### src/rtl/hall_ramp_pkg.sv
package hall_ramp_pkg;

    // Phases of the per-half-rotation duty envelope
    typedef enum logic [1:0] {
        ENV_RISE    = 2'd0,
        ENV_CEIL    = 2'd1,
        ENV_FALL    = 2'd2,
        ENV_FLOOR   = 2'd3
    } env_phase_e;

    // Width needed to hold a down-counter loaded with n
    function automatic int span_bits(input int n);
        return (n < 2) ? 1 : $clog2(n + 1);
    endfunction

endpackage

### src/rtl/hrp_base.sv
module hrp_base #(
    parameter int CNT_W = 7,
    parameter int PER_W = 7
) (
    input  logic             clk,
    input  logic             rst,
    input  logic             restart,
    output logic [CNT_W-1:0] cnt,
    output logic [PER_W-1:0] per_nxt,
    output logic             boundary
);
    localparam logic [CNT_W-1:0] CNT_TOP = '1;
    localparam logic [PER_W-1:0] PER_TOP = '1;

    logic [PER_W-1:0] per;

    // A period closes when the counter wraps, unless an edge restarts it
    assign boundary = (cnt == CNT_TOP) && !restart;
    assign per_nxt  = (per == PER_TOP) ? per : per + 1'b1;

    always_ff @(posedge clk) begin
        if (rst || restart) begin
            cnt <= '0;
            per <= '0;
        end else begin
            cnt <= cnt + 1'b1;
            if (boundary)
                per <= per_nxt;
        end
    end
endmodule

### src/rtl/hrp_env.sv
module hrp_env
    import hall_ramp_pkg::*;
#(
    parameter int DUTY_W = 7,
    parameter int PER_W  = 7,
    parameter int RATE_W = 8
) (
    input  logic              clk,
    input  logic              rst,
    input  logic              restart,
    input  logic              run,
    input  logic              kill,
    input  logic              boundary,
    input  logic [PER_W-1:0]  per_nxt,
    input  logic [DUTY_W-1:0] duty_min,
    input  logic [DUTY_W-1:0] duty_max,
    input  logic [RATE_W-1:0] rate_up,
    input  logic [RATE_W-1:0] rate_dn,
    input  logic [PER_W:0]    stop_at,
    output logic [DUTY_W-1:0] duty
);
    localparam int          PER_MAX = (1 << PER_W) - 1;
    localparam logic [PER_W:0] PER_LIM = PER_MAX[PER_W:0];

    env_phase_e        phase;
    logic [RATE_W-1:0] presc;
    logic [PER_W-1:0]  stop_eff;
    logic              stop_hit;

    // Soft-stop point never lies beyond the last countable period
    assign stop_eff = (stop_at > PER_LIM) ? PER_LIM[PER_W-1:0] : stop_at[PER_W-1:0];
    assign stop_hit = boundary && (per_nxt >= stop_eff);

    always_ff @(posedge clk) begin
        if (rst) begin
            phase <= ENV_FLOOR;
            duty  <= '0;
            presc <= '0;
        end else if (kill || !run) begin
            phase <= ENV_FLOOR;
            duty  <= duty_min;
            presc <= '0;
        end else if (restart) begin
            phase <= ENV_RISE;
            duty  <= duty_min;
            presc <= rate_up;
        end else begin
            unique case (phase)
                ENV_RISE, ENV_CEIL: begin
                    if (stop_hit) begin
                        phase <= ENV_FALL;
                        presc <= rate_dn;
                    end else if (phase == ENV_RISE) begin
                        if (duty >= duty_max) begin
                            phase <= ENV_CEIL;
                        end else if (presc == '0) begin
                            duty  <= duty + 1'b1;
                            presc <= rate_up;
                        end else begin
                            presc <= presc - 1'b1;
                        end
                    end
                end
                ENV_FALL: begin
                    if (duty <= duty_min) begin
                        phase <= ENV_FLOOR;
                    end else if (presc == '0) begin
                        duty  <= duty - 1'b1;
                        presc <= rate_dn;
                    end else begin
                        presc <= presc - 1'b1;
                    end
                end
                default: ;
            endcase
        end
    end
endmodule

### src/rtl/hrp_drive.sv
module hrp_drive
    import hall_ramp_pkg::*;
#(
    parameter int CNT_W     = 7,
    parameter int LS_CYCLES = 250
) (
    input  logic             clk,
    input  logic             rst,
    input  logic             restart,
    input  logic             run,
    input  logic             kill,
    input  logic             hall_lvl,
    input  logic [CNT_W-1:0] cnt,
    input  logic [CNT_W-1:0] duty,
    output logic             hs_a,
    output logic             hs_b,
    output logic             ls_a,
    output logic             ls_b
);
    localparam int LS_W = span_bits(LS_CYCLES);
    localparam logic [LS_W-1:0] LS_LOAD = LS_CYCLES[LS_W-1:0];

    logic [LS_W-1:0] ls_left;
    logic            pwm;
    logic            half;
    logic            ls_on;

    assign pwm  = cnt < duty;
    assign half = cnt[CNT_W-1];

    always_ff @(posedge clk) begin
        if (rst || kill)
            ls_left <= '0;
        else if (restart)
            ls_left <= LS_LOAD;
        else if (ls_left != '0)
            ls_left <= ls_left - 1'b1;
    end

    assign ls_on = (ls_left != '0) && !kill;
    assign ls_a  = ls_on;
    assign ls_b  = ls_on;

    always_comb begin
        if (kill) begin
            hs_a = 1'b0;
            hs_b = 1'b0;
        end else if (!run) begin
            hs_a = half;
            hs_b = !half;
        end else begin
            hs_a = hall_lvl  && pwm;
            hs_b = !hall_lvl && pwm;
        end
    end
endmodule

### src/rtl/hall_ramp_pwm.sv
module hall_ramp_pwm
    import hall_ramp_pkg::*;
#(
    parameter int CNT_W     = 7,
    parameter int PER_W     = 7,
    parameter int RATE_W    = 8,
    parameter int LS_CYCLES = 250
) (
    input  logic              clk,
    input  logic              rst,
    input  logic              hall,
    input  logic              speed_ok,
    input  logic              kill,
    input  logic [CNT_W-1:0]  duty_min,
    input  logic [CNT_W-1:0]  duty_max,
    input  logic [RATE_W-1:0] rate_up,
    input  logic [RATE_W-1:0] rate_dn,
    input  logic [PER_W:0]    stop_at,
    output logic              hs_a,
    output logic              hs_b,
    output logic              ls_a,
    output logic              ls_b
);
    logic             hall_q;
    logic             hall_edge;
    logic [CNT_W-1:0] cnt;
    logic [PER_W-1:0] per_nxt;
    logic             boundary;
    logic [CNT_W-1:0] duty;

    always_ff @(posedge clk) begin
        if (rst)
            hall_q <= 1'b0;
        else
            hall_q <= hall;
    end

    assign hall_edge = hall ^ hall_q;

    hrp_base #(.CNT_W(CNT_W), .PER_W(PER_W)) base_i (
        .clk      (clk),
        .rst      (rst),
        .restart  (hall_edge),
        .cnt      (cnt),
        .per_nxt  (per_nxt),
        .boundary (boundary)
    );

    hrp_env #(.DUTY_W(CNT_W), .PER_W(PER_W), .RATE_W(RATE_W)) env_i (
        .clk      (clk),
        .rst      (rst),
        .restart  (hall_edge),
        .run      (speed_ok),
        .kill     (kill),
        .boundary (boundary),
        .per_nxt  (per_nxt),
        .duty_min (duty_min),
        .duty_max (duty_max),
        .rate_up  (rate_up),
        .rate_dn  (rate_dn),
        .stop_at  (stop_at),
        .duty     (duty)
    );

    hrp_drive #(.CNT_W(CNT_W), .LS_CYCLES(LS_CYCLES)) drive_i (
        .clk      (clk),
        .rst      (rst),
        .restart  (hall_edge),
        .run      (speed_ok),
        .kill     (kill),
        .hall_lvl (hall_q),
        .cnt      (cnt),
        .duty     (duty),
        .hs_a     (hs_a),
        .hs_b     (hs_b),
        .ls_a     (ls_a),
        .ls_b     (ls_b)
    );
endmodule

### config.mk
export PLATFORM = sky130hd
export DESIGN_NAME = hall_ramp_pwm
export DESIGN_NICKNAME = d
export VERILOG_FILES = /design/src/rtl/hall_ramp_pkg.sv /design/src/rtl/hrp_base.sv /design/src/rtl/hrp_env.sv /design/src/rtl/hrp_drive.sv /design/src/rtl/hall_ramp_pwm.sv
export SDC_FILE = /design/constraint.sdc
export NUM_CORES = 1
export LEC_CHECK = 0
export CAP_MARGIN = 40
export CORE_ASPECT_RATIO = 1.5
export CORE_MARGIN = 2
export CORE_UTILIZATION = 45
export CTS_CLUSTER_SIZE = 10
export DETAILED_ROUTE_END_ITERATION = 8
export DONT_BUFFER_PORTS = 1
export SLEW_MARGIN = 0
export SYNTH_ARGS = -nofsm -noshare
export SYNTH_HDL_FRONTEND = slang
export SYNTH_HIERARCHICAL = 1
export SYNTH_SLANG_ARGS = --single-unit
### constraint.sdc
create_clock -name clk -period 3.5 [get_ports clk]
set_clock_uncertainty 0.05 [all_clocks]
set_input_delay 0.35 -clock clk [delete_from_list [all_inputs] [get_ports clk]]
set_output_delay 0.35 -clock clk [all_outputs]
set_load 0.02 [all_outputs]
## Word-level counts from Yosys, hierarchy flattened

Index checks and enable logic that the tools add are counted.
Widths: inputs -> output; s select.

| storage, ports and cells | value |
|---|---|
| word-level logic and storage cells | 91 |
| bits in registers | 40 |
| bits of input ports | 43 |
| RAM bits | 0 |
| bits in read-only memories | 0 |
| memories | 0 |
| bits in latches | 0 |

| operators by class | value |
|---|---|
| multiplexer cells | 31 |
| div/mod/pow operators | 0 |
| bitwise logic cells | 1 |
| eq/ne operators | 15 |
| $lt $le $gt $ge | 5 |
| shifts and indexed selects | 0 |
| reduce and logical (&&, ||, !) cells | 25 |
| $mul | 0 |
| add/subtract/negate cells | 6 |

Operators with widths:

| kind | number |
|---|---|
| $mux 8 | 9 |
| $mux 7 | 10 |
| $add 7x1->7 const B | 3 |
| $ne 4x2->1 const B | 5 |
| $pmux 8 s2 | 1 |
| $sub 8x1->8 const B | 2 |
| $eq 7x7->1 const B | 2 |
| $ge 7x7->1 | 2 |
| $pmux 7 s2 | 1 |
| $ne 4x3->1 const B | 3 |
| $mux 2 | 5 |
| $gt 8x7->1 const B | 1 |
| $logic_not 8->1 | 1 |
| $reduce_and 4->1 | 2 |
| $reduce_bool 8->1 | 1 |
| $le 7x7->1 | 1 |
| $lt 7x7->1 | 1 |
| $reduce_and 7->1 | 1 |
| $sub 7x1->7 const B | 1 |
| $reduce_or 2->1 | 3 |
| $logic_and 1x1->1 | 5 |
| $logic_not 1->1 | 5 |
| $mux 1 | 4 |
| $ne 4x4->1 const B | 1 |
| other kinds (11) | 13 |

## Depth between registers and ports, before layout

| logic depth | value |
|---|---|
| word-level depth | 8 |
| depth in mapped cells | 14 |
| mapped depth without buffers | 12 |

## Hierarchy

Netlist, hierarchy kept.

Modules (own cells, without submodules):

| module | area each (um2) | cells an instance | instances | seq. area each (um2) |
|---|---|---|---|---|
| hrp_env | 2026.9 | 257 | 1 | 340.3 |
| hrp_base | 703.2 | 84 | 1 | 280.3 |
| hrp_drive | 604.3 | 72 | 1 | 160.2 |
| hall_ramp_pwm | 35.0 | 3 | 1 | 20.0 |

## Worst setup path before layout

Ideal clock, no wire load.

| path | value |
|---|---|
| path kind | register -> register |
| start | register base_i.per[0] |
| end | register env_i.presc[7] |
| setup time | 0.117 ns |
| data required time | 3.333 ns |
| cell stages (with the launch flop) | 14 |
| arrival time | 2.988 ns |
| clock period less this slack | 3.155 ns |
| setup slack | 0.345 ns |
| path through | dfxtp_1 ha_1 and3_4 and4_4 buf_6 xnor2_1 inv_1 ha_1 nand2b_1 a211oi_1 o311a_2 o21ai_2 a2111o_1 a22o_1 |

| on the way | value |
|---|---|
| cells in the longest elaborated chain, start to end | 7 |
| elaborated cells on any way between the ends | 11 |
| classes of those cells | add/sub: 1; order compare: 1; eq/ne: 3; mux: 4; reduce/logical: 2 |

Ends and longest elaborated chain:

| element | RTL line | RTL |
|---|---|---|
| start, declared | hrp_base.sv:15 | `logic [PER_W-1:0] per;` |
| start signal, assigned | hrp_base.sv:28 | `per <= per_nxt;` |
| $add 7x1->7 / $eq 7x7->1 (equally long branches) | hrp_base.sv:19 | `assign per_nxt = (per == PER_TOP) ? per : per + 1'b1;` |
| $mux 7 * | hrp_base.sv:19 |  |
| via per_nxt[0] | hall_ramp_pwm.sv:27 | `logic [PER_W-1:0] per_nxt;` |
| $ge 7x7->1 * | hrp_env.sv:32 | `assign stop_hit = boundary && (per_nxt >= stop_eff);` |
| $logic_and 1x1->1 * | hrp_env.sv:32 |  |
| $mux 8 | hrp_env.sv:50 | `if (stop_hit) begin` |
| $pmux 8 s2 | hrp_env.sv:48 | `unique case (phase)` |
| $mux 8 | hrp_env.sv:43 | `end else if (restart) begin` |
| end signal, assigned | hrp_env.sv:46 | `presc <= rate_up;` |
| end signal, assigned | hrp_env.sv:52 | `presc <= rate_dn;` |
| end signal, assigned | hrp_env.sv:58 | `presc <= rate_up;` |
| end, declared | hrp_env.sv:26 | `logic [RATE_W-1:0] presc;` |

The timed path passes the listed nets; every way through them passes the cells marked *.
A chain may end at the register's enable or synchronous reset.

## Worst setup path after layout

| path | value |
|---|---|
| start | register base_i.per[0] |
| end | register env_i.duty[4] |

| on the way | value |
|---|---|
| cells in the longest elaborated chain, start to end | 6 |
| elaborated cells on any way between the ends | 7 |
| classes of those cells | add/sub: 1; order compare: 1; eq/ne: 2; mux: 1; reduce/logical: 2 |

Ends and longest elaborated chain:

| element | RTL line | RTL |
|---|---|---|
| $add 7x1->7 / $eq 7x7->1 (equally long branches) | hrp_base.sv:19 |  |
| $mux 7 * | hrp_base.sv:19 |  |
| via per_nxt[0] | hall_ramp_pwm.sv:27 |  |
| $ge 7x7->1 * | hrp_env.sv:32 |  |
| $logic_and 1x1->1 * | hrp_env.sv:32 |  |
| $ne 4x4->1 (no line) * | n/a |  |
| $reduce_and 7->1 (no line) * | n/a |  |
| end signal, assigned | hrp_env.sv:41 | `duty <= duty_min;` |
| end signal, assigned | hrp_env.sv:45 | `duty <= duty_min;` |
| end signal, assigned | hrp_env.sv:57 | `duty <= duty + 1'b1;` |
| end, declared | hrp_env.sv:20 | `output logic [DUTY_W-1:0] duty` |

Marks and branches as above.

==> results.tsv <==
stage	metric	value	unit
power_and_ir_drop	Pwr Density	309	nW/um^2
finish	fin nets	497	
critical_path	Max stage delay on crit path	0.48	ns
route	Routed Antenna Nets	0	
sta	Final Hold Vio Count	0	
global_routing	global route overflow	0	
floorplanning	Rows	38	
critical_path	slowest CP cell	a2111oi_1	
logic_synthesis	Yosys top cell by area	dfxtp_1	
cts	Clock Latency Late Sink	0.30	ns
cts	Max H-tree Level	2	
route	drt first pass iters	4	
status	status	complete, no violations	
critical_path	CP Buf/Inv Count	1	
critical_path	Top delay family on crit path	compound AO/OA/AOI/OAI gates	
global_routing	largest net degree at the start of global routing	26	
logic_synthesis	Async S/R FF share, synth	0	
global_routing	vias in the first global route	3088	
sta	Worst Hold Margin	0.0666	ns
critical_path	CP Class	flip-flop to flip-flop	
floorplanning	total die area	8210	um^2
power_and_ir_drop	final total power	1.10	mW
critical_path	Data arrival, critical path	3.41	ns
critical_path	maximum fanout along the worst path	9	
cts	hold_buf cts	0	
sta	Rel. slew slack	0.434	
route	DRT iter0 DRCs	204	
critical_path	crit path cell chain	ha_1 > and3_4 > and4_4 > xnor2_1 > inv_1 > ha_1 > nand2b_1 > a211oi_2 > o311ai_2 > a21o_1 > a2111oi_1 > a211oi_1	
logic_synthesis	Syn Nets	497	
floorplanning	Ports	47	
cts	CTS resizes	0	
floorplanning	initial core utilization	0.466	
place	DP HPWL	6650	um
sta	fin crit share	0.939	
route	routed via count	3097	
floorplanning	Core Box Area	7230	um^2
sta	RSZ-0062 raised after global routing	no	
power_and_ir_drop	worst vdd ir	0.158	mV
sta	Final Max Slew Viols	0	
cts	clock-pin transition on the worst setup and hold timing paths	0.08	ns
critical_path	Critical Path Sink Type	flip-flop	
cts	CTS tree	done	
finish	Layout area overhead	5.46	%
finish	layout cells sized above 1	0.0887	
logic_synthesis	post-synth cell types	73	
cts	Root Buffer	clkbuf_8	
logic_synthesis	Ys Warns	6	
floorplanning	Chip Width	74.7	um
place	area post-placement	3460	um^2
finish	n_diodes	0	
global_routing	initial antenna violation count	0	
place	GPL Wtd Cong	0.870	
finish	Final Instance Area	3550	um^2
cts	clk sinks	40	
floorplanning	Die Span Y	110	um
sta	fmax	304	MHz
logic_synthesis	Post-synth top cells	nor2_1, dfxtp_1, ha_1	
route	Vias per Instance	5.99	
critical_path	Worst R2R Setup Slack	0.21	ns
critical_path	most frequent CP cell	ha_1	
logic_synthesis	sequential element share of the synthesized area	0.238	
logic_synthesis	dominant cell by count in the synthesized netlist	nor2_1	
place	port bufs	0	
logic_synthesis	post-synth top area share	0.238	
sta	Tightest Pin Transition	0.852	ns
critical_path	Critical Path Source Type	flip-flop	
logic_synthesis	FF+latch count, synth	40	
hold_path	Min-Delay Path Class	input pin to flip-flop	
finish	Filler cells	766	
route	number of remaining DRC errors	0	
global_routing	global-route wire length before repair	14300	um
global_routing	Tot GR Track Use	0.222	
power_and_ir_drop	leakage power	1.47	nW
flow_run	Max Cap Viol	0	
critical_path	Worst Path Required	3.62	ns
cts	clock buffer count from CTS	5	
logic_synthesis	mapped cell area	3370	um^2
sta	Setup TNS Final	0	ns
cts	clk buf depth	2	
logic_synthesis	post-synthesis instance total	416	
route	Routed wire per std cell	16.8	um
route	routed wire length	8700	um
logic_synthesis	top cells by area, synth	dfxtp_1, ha_1, nor2_1	
cts	postcts setup bufs	0	
sta	post-layout min period	3.29	ns
logic_synthesis	Post-synth EDFFs	0	
logic_synthesis	Syn Area/Cell	8.10	um^2
sta	final setup vio count	0	
logic_synthesis	top_reg_cell synth	dfxtp_1	
worst paths after layout:
kind,depth (start not counted),startpoint,endpoint
hold reg to reg,1,base_i/cnt[0],base_i/cnt[0]
hold / removal,1,rst,hall_q
setup reg to reg,12,base_i/per[0],env_i/duty[4]
setup / recovery,12,base_i/per[0],env_i/duty[4]
cell type report:
class	instances	area, um^2	share of cell area
clock buffers	8	90.1	0.0254
inverters	34	135	0.0380
well taps	100	125	0.0352
flip-flops and latches	40	801	0.225
repair buffers	5	37.5	0.0106
multi-input cells	330	2360	0.665
worst register-to-register path, stage by stage (launching register included):
cell and delay, ns:
dfxtp_1 0.44, ha_1 0.21, and3_4 0.20, and4_4 0.29, xnor2_1 0.13, inv_1 0.06
ha_1 0.27, nand2b_1 0.15, a211oi_2 0.27, o311ai_2 0.22, a21o_1 0.32, a2111oi_1 0.48
a211oi_1 0.08
report_power, final:
| group | total (mW) | internal, mW | switching (mW) |
|---|---|---|---|
| Sequential | 0.503 | 0.474 | 0.0286 |
| Combinational | 0.262 | 0.111 | 0.151 |
| Clock | 0.335 | 0.161 | 0.173 |
layer usage:
layer  up-vias  track usage  share of wire
met1      1449        0.274           0.45
met3         9       0.0409          0.039
met4         0       0.0867          0.013
met5         -            0              0
li1       1559            -              -
met2        80        0.379           0.50
placed cells by master, fill, tap and decap left out, types with 7 or more instances in the layout:
cell and count:
a211oi_1 10, a21oi_1 23, dfxtp_1 40, ha_1 37
inv_1 33, nand2_1 25, nand2b_1 9, nand3_1 21
nor2_1 41, nor3_1 11, o21a_1 7, o21ai_0 25
xnor2_1 11
per-stage QoR:
stage,cells,util,setup WS (ns)
after floorplan,416,-,0.345
final,517,0.492,0.213
after global placement,509,0.478,0.268
after CTS,517,0.491,0.0910
after detailed placement,509,0.478,0.123
after global routing,517,0.492,0.0310
registers in the layout, summed over array words and instances, names as in the netlist:
signal and count:
env_i/presc 8, base_i/per 7, env_i/phase 2, hall_q 1, drive_i/ls_left 8, base_i/cnt 7
env_i/duty 7
cell families after synthesis:
family | count (synthesis) | synth area share
adders and majority gates | 38 | 0.143
buffers and inverters | 46 | 0.0650
AOI/OAI and AO/OA | 131 | 0.284
xor gates and xnor gates | 17 | 0.0442
DFF | 40 | 0.238
and+or+nand+nor | 144 | 0.226
(Power assumes the default switching activity.)
